File: src/rtl/dispwin_pkg.sv
package dispwin_pkg;
  typedef enum logic [1:0] {
    RG_NONE   = 2'd0,
    RG_LEGACY = 2'd1,
    RG_MODE   = 2'd2,
    RG_EXTN   = 2'd3
  } region_e;

  localparam logic [1:0]  SZ_BYTE = 2'd0;
  localparam logic [1:0]  SZ_WORD = 2'd2;
  localparam logic [31:0] MAGIC_BIG    = 32'hBEBE_BEBE;
  localparam logic [31:0] MAGIC_LITTLE = 32'h1E1E_1E1E;
  localparam int unsigned EXTN_BYTES   = 8;
endpackage

File: src/rtl/dw_decode.sv
module dw_decode
  import dispwin_pkg::*;
#(
  parameter int unsigned ADDR_W    = 12,
  parameter int unsigned LEG_BASE  = 'h400,
  parameter int unsigned LEG_BYTES = 32,
  parameter int unsigned MODE_BASE = 'h500,
  parameter int unsigned MODE_REGS = 11,
  parameter int unsigned EXTN_BASE = 'h600,
  parameter bit          EXT_EN    = 1'b1,
  localparam int unsigned LEG_AW   = $clog2(LEG_BYTES),
  localparam int unsigned MODE_IW  = $clog2(MODE_REGS)
) (
  input  logic [ADDR_W-1:0]  addr,
  output region_e            region,
  output logic [LEG_AW-1:0]  leg_off,
  output logic [MODE_IW-1:0] mode_idx,
  output logic [2:0]         extn_off
);
  logic [31:0] a32, leg_rel, mode_rel, extn_rel;
  logic        leg_hit, mode_hit, extn_hit;

  assign a32      = 32'(addr);
  assign leg_rel  = a32 - LEG_BASE;
  assign mode_rel = a32 - MODE_BASE;
  assign extn_rel = a32 - EXTN_BASE;
  assign leg_hit  = leg_rel < LEG_BYTES;
  assign mode_hit = mode_rel < 2 * MODE_REGS;
  assign extn_hit = EXT_EN && (extn_rel < EXTN_BYTES);

  assign leg_off  = leg_rel[LEG_AW-1:0];
  assign mode_idx = mode_rel[MODE_IW:1];
  assign extn_off = extn_rel[2:0];

  always_comb begin
    if (leg_hit)       region = RG_LEGACY;
    else if (mode_hit) region = RG_MODE;
    else if (extn_hit) region = RG_EXTN;
    else               region = RG_NONE;
  end

  always_comb begin
    assert_single_region_R10: assert ($countones({leg_hit, mode_hit, extn_hit}) <= 1);
  end
endmodule

File: src/rtl/dw_legacy_seq.sv
module dw_legacy_seq #(
  parameter int unsigned LEG_AW = 5
) (
  input  logic              clk,
  input  logic              rst_n,
  input  logic              req_valid,
  input  logic              hit,
  input  logic              write,
  input  logic              wide,
  input  logic [LEG_AW-1:0] off,
  input  logic [15:0]       wdata,
  input  logic [7:0]        lg_rdata,
  output logic              stall,
  output logic              beat2,
  output logic              lg_wr,
  output logic              lg_rd,
  output logic [LEG_AW-1:0] lg_port,
  output logic [7:0]        lg_wdata,
  output logic [7:0]        lo_q
);
  logic active;

  assign active   = req_valid && hit;
  assign stall    = active && wide && !beat2;
  assign lg_wr    = active && write;
  assign lg_rd    = active && !write;
  assign lg_port  = beat2 ? off + 1'b1 : off;
  assign lg_wdata = beat2 ? wdata[15:8] : wdata[7:0];

  always_ff @(posedge clk) begin
    if (!rst_n) begin
      beat2 <= 1'b0;
      lo_q  <= '0;
    end else begin
      beat2 <= stall;
      if (stall) lo_q <= lg_rdata;
    end
  end

  assert_hi_after_lo_R3: assert property (@(posedge clk) disable iff (!rst_n)
    (lg_wr && stall) |=> (lg_wr && lg_port == $past(lg_port) + 1'b1 && !stall));
  assert_split_read_R4: assert property (@(posedge clk) disable iff (!rst_n)
    (lg_rd && stall) |=> (lg_rd && lg_port == $past(lg_port) + 1'b1));
endmodule

File: src/rtl/dw_extn.sv
module dw_extn
  import dispwin_pkg::*;
(
  input  logic        clk,
  input  logic        rst_n,
  input  logic        wr_en,
  input  logic        word_acc,
  input  logic [2:0]  off,
  input  logic [31:0] wdata,
  output logic [31:0] rdata,
  output logic        big
);
  always_ff @(posedge clk) begin
    if (!rst_n) big <= 1'b0;
    else if (wr_en && off == 3'd4) begin
      if (wdata == MAGIC_BIG)         big <= 1'b1;
      else if (wdata == MAGIC_LITTLE) big <= 1'b0;
    end
  end

  always_comb begin
    rdata = '0;
    if (word_acc) begin
      if (off == 3'd0)      rdata = 32'(EXTN_BYTES);
      else if (off == 3'd4) rdata = big ? MAGIC_BIG : MAGIC_LITTLE;
    end
  end

  assert_order_magic_only_R8: assert property (@(posedge clk) disable iff (!rst_n)
    !$stable(big) |-> ($past(wr_en) &&
                       ($past(wdata) == MAGIC_BIG || $past(wdata) == MAGIC_LITTLE)));
endmodule

File: src/rtl/disp_regwin.sv
module disp_regwin
  import dispwin_pkg::*;
#(
  parameter bit          EXT_EN    = 1'b1,
  parameter logic [7:0]  BASE_REV  = 8'd1,
  parameter int unsigned LEG_BASE  = 'h400,
  parameter int unsigned LEG_BYTES = 32,
  parameter int unsigned MODE_BASE = 'h500,
  parameter int unsigned MODE_REGS = 11,
  parameter int unsigned EXTN_BASE = 'h600,
  localparam int unsigned ADDR_W   = 12,
  localparam int unsigned LEG_AW   = $clog2(LEG_BYTES),
  localparam int unsigned MODE_IW  = $clog2(MODE_REGS)
) (
  input  logic               clk,
  input  logic               rst_n,
  input  logic               req_valid,
  output logic               req_ready,
  input  logic               req_write,
  input  logic [ADDR_W-1:0]  req_addr,
  input  logic [1:0]         req_size,
  input  logic [31:0]        req_wdata,
  output logic               rsp_valid,
  output logic [31:0]        rsp_rdata,
  output logic               lg_wr,
  output logic               lg_rd,
  output logic [LEG_AW-1:0]  lg_port,
  output logic [7:0]         lg_wdata,
  input  logic [7:0]         lg_rdata,
  output logic               mode_wr,
  output logic               mode_rd,
  output logic [MODE_IW-1:0] mode_idx,
  output logic [15:0]        mode_wdata,
  input  logic [15:0]        mode_rdata,
  output logic               fb_big_endian,
  output logic [7:0]         rev_id
);
  region_e            region;
  logic [LEG_AW-1:0]  leg_off;
  logic [2:0]         extn_off;
  logic               stall, beat2, accept, word_acc;
  logic [7:0]         lo_q;
  logic [31:0]        extn_rdata, rd_mux;

  dw_decode #(
    .ADDR_W(ADDR_W), .LEG_BASE(LEG_BASE), .LEG_BYTES(LEG_BYTES),
    .MODE_BASE(MODE_BASE), .MODE_REGS(MODE_REGS), .EXTN_BASE(EXTN_BASE),
    .EXT_EN(EXT_EN)
  ) u_dec (
    .addr(req_addr), .region(region), .leg_off(leg_off),
    .mode_idx(mode_idx), .extn_off(extn_off)
  );

  dw_legacy_seq #(.LEG_AW(LEG_AW)) u_leg (
    .clk(clk), .rst_n(rst_n), .req_valid(req_valid),
    .hit(region == RG_LEGACY), .write(req_write), .wide(req_size != SZ_BYTE),
    .off(leg_off), .wdata(req_wdata[15:0]), .lg_rdata(lg_rdata),
    .stall(stall), .beat2(beat2), .lg_wr(lg_wr), .lg_rd(lg_rd),
    .lg_port(lg_port), .lg_wdata(lg_wdata), .lo_q(lo_q)
  );

  assign req_ready  = !stall;
  assign accept     = req_valid && req_ready;
  assign word_acc   = req_size == SZ_WORD;
  assign mode_wr    = accept && region == RG_MODE && req_write;
  assign mode_rd    = accept && region == RG_MODE && !req_write;
  assign mode_wdata = req_wdata[15:0];
  assign rev_id     = EXT_EN ? 8'd2 : BASE_REV;

  dw_extn u_extn (
    .clk(clk), .rst_n(rst_n),
    .wr_en(accept && region == RG_EXTN && req_write && word_acc),
    .word_acc(word_acc), .off(extn_off), .wdata(req_wdata),
    .rdata(extn_rdata), .big(fb_big_endian)
  );

  always_comb begin
    rd_mux = '0;
    if (!req_write) begin
      unique case (region)
        RG_LEGACY: rd_mux = beat2 ? {16'h0, lg_rdata, lo_q} : {24'h0, lg_rdata};
        RG_MODE:   rd_mux = {16'h0, mode_rdata};
        RG_EXTN:   rd_mux = extn_rdata;
        default:   rd_mux = '0;
      endcase
    end
  end

  always_ff @(posedge clk) begin
    if (!rst_n) begin
      rsp_valid <= 1'b0;
      rsp_rdata <= '0;
    end else begin
      rsp_valid <= accept;
      if (accept) rsp_rdata <= rd_mux;
    end
  end

  assert_rsp_follows_accept_R12: assert property (@(posedge clk) disable iff (!rst_n)
    accept |=> rsp_valid);
  assert_no_spurious_rsp_R12: assert property (@(posedge clk) disable iff (!rst_n)
    !accept |=> !rsp_valid);
  assert_ready_low_once_R12: assert property (@(posedge clk) disable iff (!rst_n)
    !req_ready |=> req_ready);
  assert_mode_idx_range_R6: assert property (@(posedge clk) disable iff (!rst_n)
    (mode_wr || mode_rd) |-> (32'(mode_idx) < MODE_REGS));
endmodule

File: config.mk
export PLATFORM = sky130hd
export DESIGN_NAME = disp_regwin
export DESIGN_NICKNAME = d
export VERILOG_FILES = /design/src/rtl/dispwin_pkg.sv /design/src/rtl/dw_decode.sv /design/src/rtl/dw_legacy_seq.sv /design/src/rtl/dw_extn.sv /design/src/rtl/disp_regwin.sv
export SDC_FILE = /design/constraint.sdc
export NUM_CORES = 1
export LEC_CHECK = 0
export BUFFER_PORTS_ARGS = -buffer_cell sky130_fd_sc_hd__buf_4
export CORE_MARGIN = 2
export CORE_UTILIZATION = 40
export CTS_BUF_LIST = sky130_fd_sc_hd__clkbuf_4 sky130_fd_sc_hd__clkbuf_8
export DETAILED_ROUTE_END_ITERATION = 6
export PLACE_DENSITY = 0.79
export SLEW_MARGIN = 20
export SYNTH_ARGS = -nofsm -noshare
export SYNTH_HDL_FRONTEND = slang
export SYNTH_HIERARCHICAL = 1
export SYNTH_SLANG_ARGS = --single-unit
export TNS_END_PERCENT = 1
File: constraint.sdc
create_clock -name clk -period 4.25 [get_ports clk]
set_clock_uncertainty 0.1 [all_clocks]
set_input_delay 0.85 -clock clk [delete_from_list [all_inputs] [get_ports clk]]
set_output_delay 0.85 -clock clk [all_outputs]
set_load 0.1 [all_outputs]
======== Word-level counts from Yosys, hierarchy flattened ========
Index checks and enable logic that the tools add are counted.
operators by class
  add/subtract/negate cells ............... 4
  magnitude comparators ................... 3
  equality and inequality tests ........... 7
  multiplexer cells ....................... 14
  reduce and logical (&&, ||, !) cells .... 20
operator list
  cell                      number
  $mux W32                  5
  $pmux W32 S3              1
  $sub A12 B11 Y13 const B  3
  $eq A32 B29 Y1 const B    1
  $eq A32 B32 Y1 const B    1
  $lt A32 B4 Y1 const B     1
  $lt A32 B5 Y1 const B     1
  $lt A32 B6 Y1 const B     1
  $mux W16                  1
  $logic_and A1 B1 Y1       13
  $mux W8                   1
  $eq A2 B2 Y1 const B      3
  $mux W2                   3
  $add A5 B1 Y5 const B     1
  $mux W5                   1
  $reduce_bool A2 Y1        2
  $eq A3 B3 Y1 const B      1
  $logic_not A1 Y1          3
  $logic_not A3 Y1          1
  $eq A2 B1 Y1 const B      1
  $mux W1                   2
  $reduce_and A2 Y1         1
storage, ports and cells
  register bits after elaboration ......... 43
  input bits .............................. 74
  output and inout port bits .............. 80
  word-level logic and storage cells ...... 53

======== Depth between registers and ports, before layout ========
  depth in word-level cells ............... 16
  depth in mapped cells ................... 19
  gate-level depth less buffers ........... 14

======== Cells and area by module ========
The synthesis kept the hierarchy.
modules (own cells, without submodules)
  module         times used  cells an instance  area an instance (µm²)  seq. area each (µm²)
  disp_regwin    1           198                1795.5                  660.6
  dw_legacy_seq  1           59                 540.5                   180.2
  dw_extn        1           52                 405.4                   20.0
  dw_decode      1           31                 230.2                   0.0

======== Worst setup path after synthesis ========
No wires, ideal clock.
  path type ............................... input -> output
  start ................................... input port req_addr[9]
  end ..................................... output port mode_rd
  arrival time ............................ 5259 ps
  data required time ...................... 3300 ps
  setup slack ............................. -1959 ps
  cell stages on the path ................. 13
  path buffers ............................ 3
  cells stage by stage .................... ha_1 and2b_1 o2111ai_2 o22ai_2 buf_2 nand2b_1 buf_2 inv_1 and4b_1 buf_6 inv_1 nand3_1 nor3_1
between the ends
  word-level cells in the longest chain between the ends .. 13
  elaborated cells between the ends (all ways) .. 18
  those cells by class .................... add/sub (3); order compare (3); eq/ne (2); mux (3); reduce/logical (7)
ends and longest elaborated chain
  item                                  RTL line             RTL
  start: declaration                    disp_regwin.sv:20    input logic [ADDR_W-1:0] req_addr,
  $sub A12 B11 Y13                      dw_decode.sv:26      assign extn_rel = a32 - EXTN_BASE;
  $lt A32 B4 Y1                         dw_decode.sv:29      assign extn_hit = EXT_EN && (extn_rel < EXTN_BYTES);
  $mux W2                               dw_decode.sv:38      else if (extn_hit) region = RG_EXTN;
  $mux W2                               dw_decode.sv:37      else if (mode_hit) region = RG_MODE;
  $mux W2 (*)                           dw_decode.sv:36      if (leg_hit) region = RG_LEGACY;
  via region[1]                         disp_regwin.sv:38    region_e region;
  $eq A2 B1 Y1 (*)                      disp_regwin.sv:56    .hit(region == RG_LEGACY), .write(req_write), .wide(req_size != SZ_BYTE),
  $logic_and A1 B1 Y1 (*)               dw_legacy_seq.sv:23  assign active = req_valid && hit;
  $logic_and A1 B1 Y1 (*) (2 in a row)  dw_legacy_seq.sv:24  assign stall = active && wide && !beat2;
  via stall                             disp_regwin.sv:41    logic stall, beat2, accept, word_acc;
  $logic_not A1 Y1 (*)                  disp_regwin.sv:62    assign req_ready = !stall;
  via req_ready                         disp_regwin.sv:18    output logic req_ready,
  $logic_and A1 B1 Y1 (*)               disp_regwin.sv:63    assign accept = req_valid && req_ready;
  $logic_and A1 B1 Y1 (*) (2 in a row)  disp_regwin.sv:66    assign mode_rd = accept && region == RG_MODE && !req_write;
  end: declaration                      disp_regwin.sv:31    output logic mode_rd,
Mark *: on every way through the listed nets, which the timed path passes. The rest lies on a longest branch.

======== Final worst setup path ========
  start ................................... input port req_addr[10]
  end ..................................... output port mode_rd
between the ends
  word-level cells in the longest chain between the ends .. 13
  elaborated cells between the ends (all ways) .. 18
  those cells by class .................... add/sub (3); order compare (3); eq/ne (2); mux (3); reduce/logical (7)
ends and longest elaborated chain
  item                                  RTL line
  $sub A12 B11 Y13                      dw_decode.sv:26
  $lt A32 B4 Y1                         dw_decode.sv:29
  $mux W2                               dw_decode.sv:38
  $mux W2                               dw_decode.sv:37
  $mux W2 (*)                           dw_decode.sv:36
  via region[1]                         disp_regwin.sv:38
  $eq A2 B1 Y1 (*)                      disp_regwin.sv:56
  $logic_and A1 B1 Y1 (*)               dw_legacy_seq.sv:23
  $logic_and A1 B1 Y1 (*) (2 in a row)  dw_legacy_seq.sv:24
  via stall                             disp_regwin.sv:41
  $logic_not A1 Y1 (*)                  disp_regwin.sv:62
  $logic_and A1 B1 Y1 (*)               disp_regwin.sv:63
  $logic_and A1 B1 Y1 (*) (2 in a row)  disp_regwin.sv:66
Marks and branches as above.

==> impl_metrics.json <==
{
  "synth_cells": 340,
  "required_ns": 3.30,
  "cp-end-kind": "output pin",
  "dieHeight_um": 90.2,
  "worst_path_most_repeated_cell": "buf_4",
  "syn-cell-area_um2": 2970,
  "die_w_um": 90.2,
  "synthFlopType": "dfxtp_1",
  "synthTopCellsByArea": "dfxtp_1, buf_4, mux2i_1",
  "synth_seq_area_share": 0.290,
  "via_per_inst": 5.15,
  "first_iter_violations": 94,
  "syn_avg_cell_area_um2": 8.74,
  "synth_edf_count": 0,
  "grt_pass1_vias": 2668,
  "cp_num_cells": 12,
  "synth_cell_types": 47,
  "most-common-layout-cells": "buf_4, dfxtp_1, nand2_1",
  "reg2reg_depth": 8,
  "hold_path_depth": 2,
  "p_sw_mw": 0.368,
  "rrSetupSlack_ns": 1.65,
  "cp_slowest_cell": "buf_4",
  "std_cell_rows": 31,
  "ioPinCount": 154,
  "clk_latency_ns": 0.28,
  "wl_per_cell_um": 15.9,
  "route.detailed.drc": 0,
  "rsz0062_at_grt": "no",
  "finalMaxSlewViolations": 0,
  "cts.sinks": 43,
  "p_int_mw": 0.636,
  "max-cap-violations": 0,
  "swShare": 0.366,
  "final_cell_area_um2": 3860,
  "start_util": 0.412,
  "critPathMaxFanout": 9,
  "drive_above_1_share": 0.444,
  "core_region_area_um2": 7210,
  "crit_family": "simple AND/OR/NAND/NOR gates",
  "ys_warn_count": 6,
  "post_cts_buffers": 0,
  "die_area_um2": 8130,
  "cts_buffer_depth": 2,
  "post-route-period-util": 0.913,
  "r2r-end": "u_extn/big",
  "ctsResizeCount": 0,
  "fin_crit_ns": 3.88,
  "vias": 2712,
  "cts_hold_buf": 0,
  "layout_commonest_cell": "buf_4",
  "seq_power_share": 0.402,
  "cts_max_level": 2,
  "arrival_ns": 2.93,
  "overflow": 0,
  "finalHoldViolCount": 0,
  "status": "complete, no violations",
  "multiInputGateArea_um2": 1590,
  "fillCellCount": 681,
  "ff_latch_area_um2": 861,
  "diodes": 0,
  "tightest_slew_ns": 0.682,
  "cts_tree": "done",
  "cp_cell_sequence": "buf_4 > ha_4 > and2b_1 > o2111ai_2 > o22ai_2 > nand2b_4 > inv_2 > and4b_1 > clkinvlp_4 > nand3_4 > nor3_4 > buf_4",
  "fmax_mhz": 258,
  "clkPwrFrac": 0.291,
  "synth_top_area_cell": "dfxtp_1",
  "numCtsBuffers": 5,
  "leakagePower_nw": 1.70,
  "area_delta_synth_final_pct": 29.9,
  "powerDensity_nw_per_um2": 260,
  "vdd_drop_max_uv": 157,
  "grtUsageTotal": 0.201,
  "holdCritPathClass": "reg -> reg",
  "hpwlAfterDp_um": 6400,
  "cts_root_buf": "clkbuf_8",
  "wirelength_um": 8380,
  "max_stage_delay_ns": 0.31,
  "grt_pass1_wl_um": 13500,
  "crit_buf_inv": 4,
  "setup_viol_count_final": 0,
  "hold_path_startpoint": "u_leg/lo_q[5]",
  "clk_pin_slew_ns": 0.08,
  "async_reset_ff_frac": 0,
  "r2r-start": "u_leg/beat2",
  "crit_type": "in -> out",
  "port_buffers": 145,
  "post_dp_cell_area_um2": 3750,
  "fin_nets": 504,
  "antenna_found_initial": 0,
  "startpoint_type": "primary input",
  "ys_ff_latch": 43,
  "post-place-ws_ns": 0.377,
  "grt_max_degree": 29,
  "gp_congestion": 0.793,
  "setup_ws_ns": 0.368,
  "combPwrFrac": 0.307,
  "ant_nets": 0,
  "first_pass_iters": 4,
  "worstHoldEndpoint": "u_leg/lo_q[5]",
  "slew_headroom": 0.545,
  "synth_top_area_share": 0.290
}
## area by class of cell
| class | instances | area share |
|---|---|---|
| multi-input cells | 216 | 0.411 |
| clock inverters | 1 | 0.00195 |
| inverters | 8 | 0.00875 |
| clock buffers | 7 | 0.0250 |
| flip-flops and latches | 43 | 0.223 |
| repair buffers | 153 | 0.298 |
| well taps | 99 | 0.0321 |
## per-layer routing
layer  routed length, µm  vias up  track usage
met5                   0        -            0
li1                    -     1316            -
met3                 510        6       0.0402
met4                  76        0       0.0474
met2                4450      113        0.373
met1                3350     1277        0.237
## power by group through the flow
stage	logic (mW)	registers [mW]	clock network, mW
floorplan	0.234	0.417	0
global placement	0.305	0.413	0
detailed placement	0.308	0.413	0
CTS	0.308	0.403	0.300
global route	0.320	0.404	0.317
finish	0.308	0.403	0.292
## cells in the mapped netlist, drive strengths merged (2+ instances only)
cell,count
a21o,8
a21oi,3
a22o,8
a32o,8
a32oi,16
and2,2
and3,3
and4b,2
buf,79
clkbuf,7
conb,3
dfxtp,43
ha,3
inv,8
mux2,9
mux2i,24
nand2,36
nand2b,3
nand3,3
nand4,5
nand4b,4
nor2,20
nor3,5
nor4,4
o211ai,9
o22ai,9
xnor2,3
## per-stage QoR
| stage | hold slack [ns] | std cells | power, mW | utilization | TNS, ns |
|---|---|---|---|---|---|
| after floorplan | 0.334 | 353 | 0.651 | - | -0.467 |
| after CTS | 0.369 | 527 | 1.01 | 0.535 | 0 |
| after detailed placement | 0.356 | 519 | 0.721 | 0.520 | 0 |
| final | 0.368 | 527 | 1.00 | 0.535 | 0 |
| after global routing | 0.394 | 527 | 1.04 | 0.535 | 0 |
| after global placement | 0.342 | 519 | 0.718 | 0.520 | 0 |
## logic make-up (layout without fill, tap and decap cells)
logic type,Yosys count,in the layout,share of synthesized area
compound gates,65,65,0.182
xor+xnor,4,4,0.0118
fa+ha+maj,3,3,0.0126
buf+inv,94,169,0.215
flops,43,43,0.290
mux,33,33,0.115
other cells,3,16,0.00379
simple gates,95,95,0.171
## worst reg2reg max path, stage by stage (launching register included)
cell,delay (ns)
dfxtp_1,0.73
and4b_1,0.31
buf_4,0.20
and4b_1,0.27
and3_1,0.18
nand4b_1,0.10
nor3_1,0.26
a41oi_1,0.14
a31o_1,0.20
## state kept, by name, indices dropped and copies added, names as in the netlist
name / flops
u_leg/beat2: 1
u_extn/big: 1
rsp_valid: 1
rsp_rdata: 32
u_leg/lo_q: 8
## how the worst max path moves through the flow
stage | end | slack (ns) | startpoint
2_1_floorplan | mode_rd | -0.26 | req_addr[9]
3_3_place_gp | mode_rd | 0.44 | req_addr[9]
3_5_place_dp | mode_rd | 0.38 | req_addr[10]
4_1_cts | mode_rd | 0.37 | req_addr[10]
5_1_grt | mode_rd | 0.25 | req_addr[10]
6_report | mode_rd | 0.37 | req_addr[10]
Power figures use the tool's default switching activity.
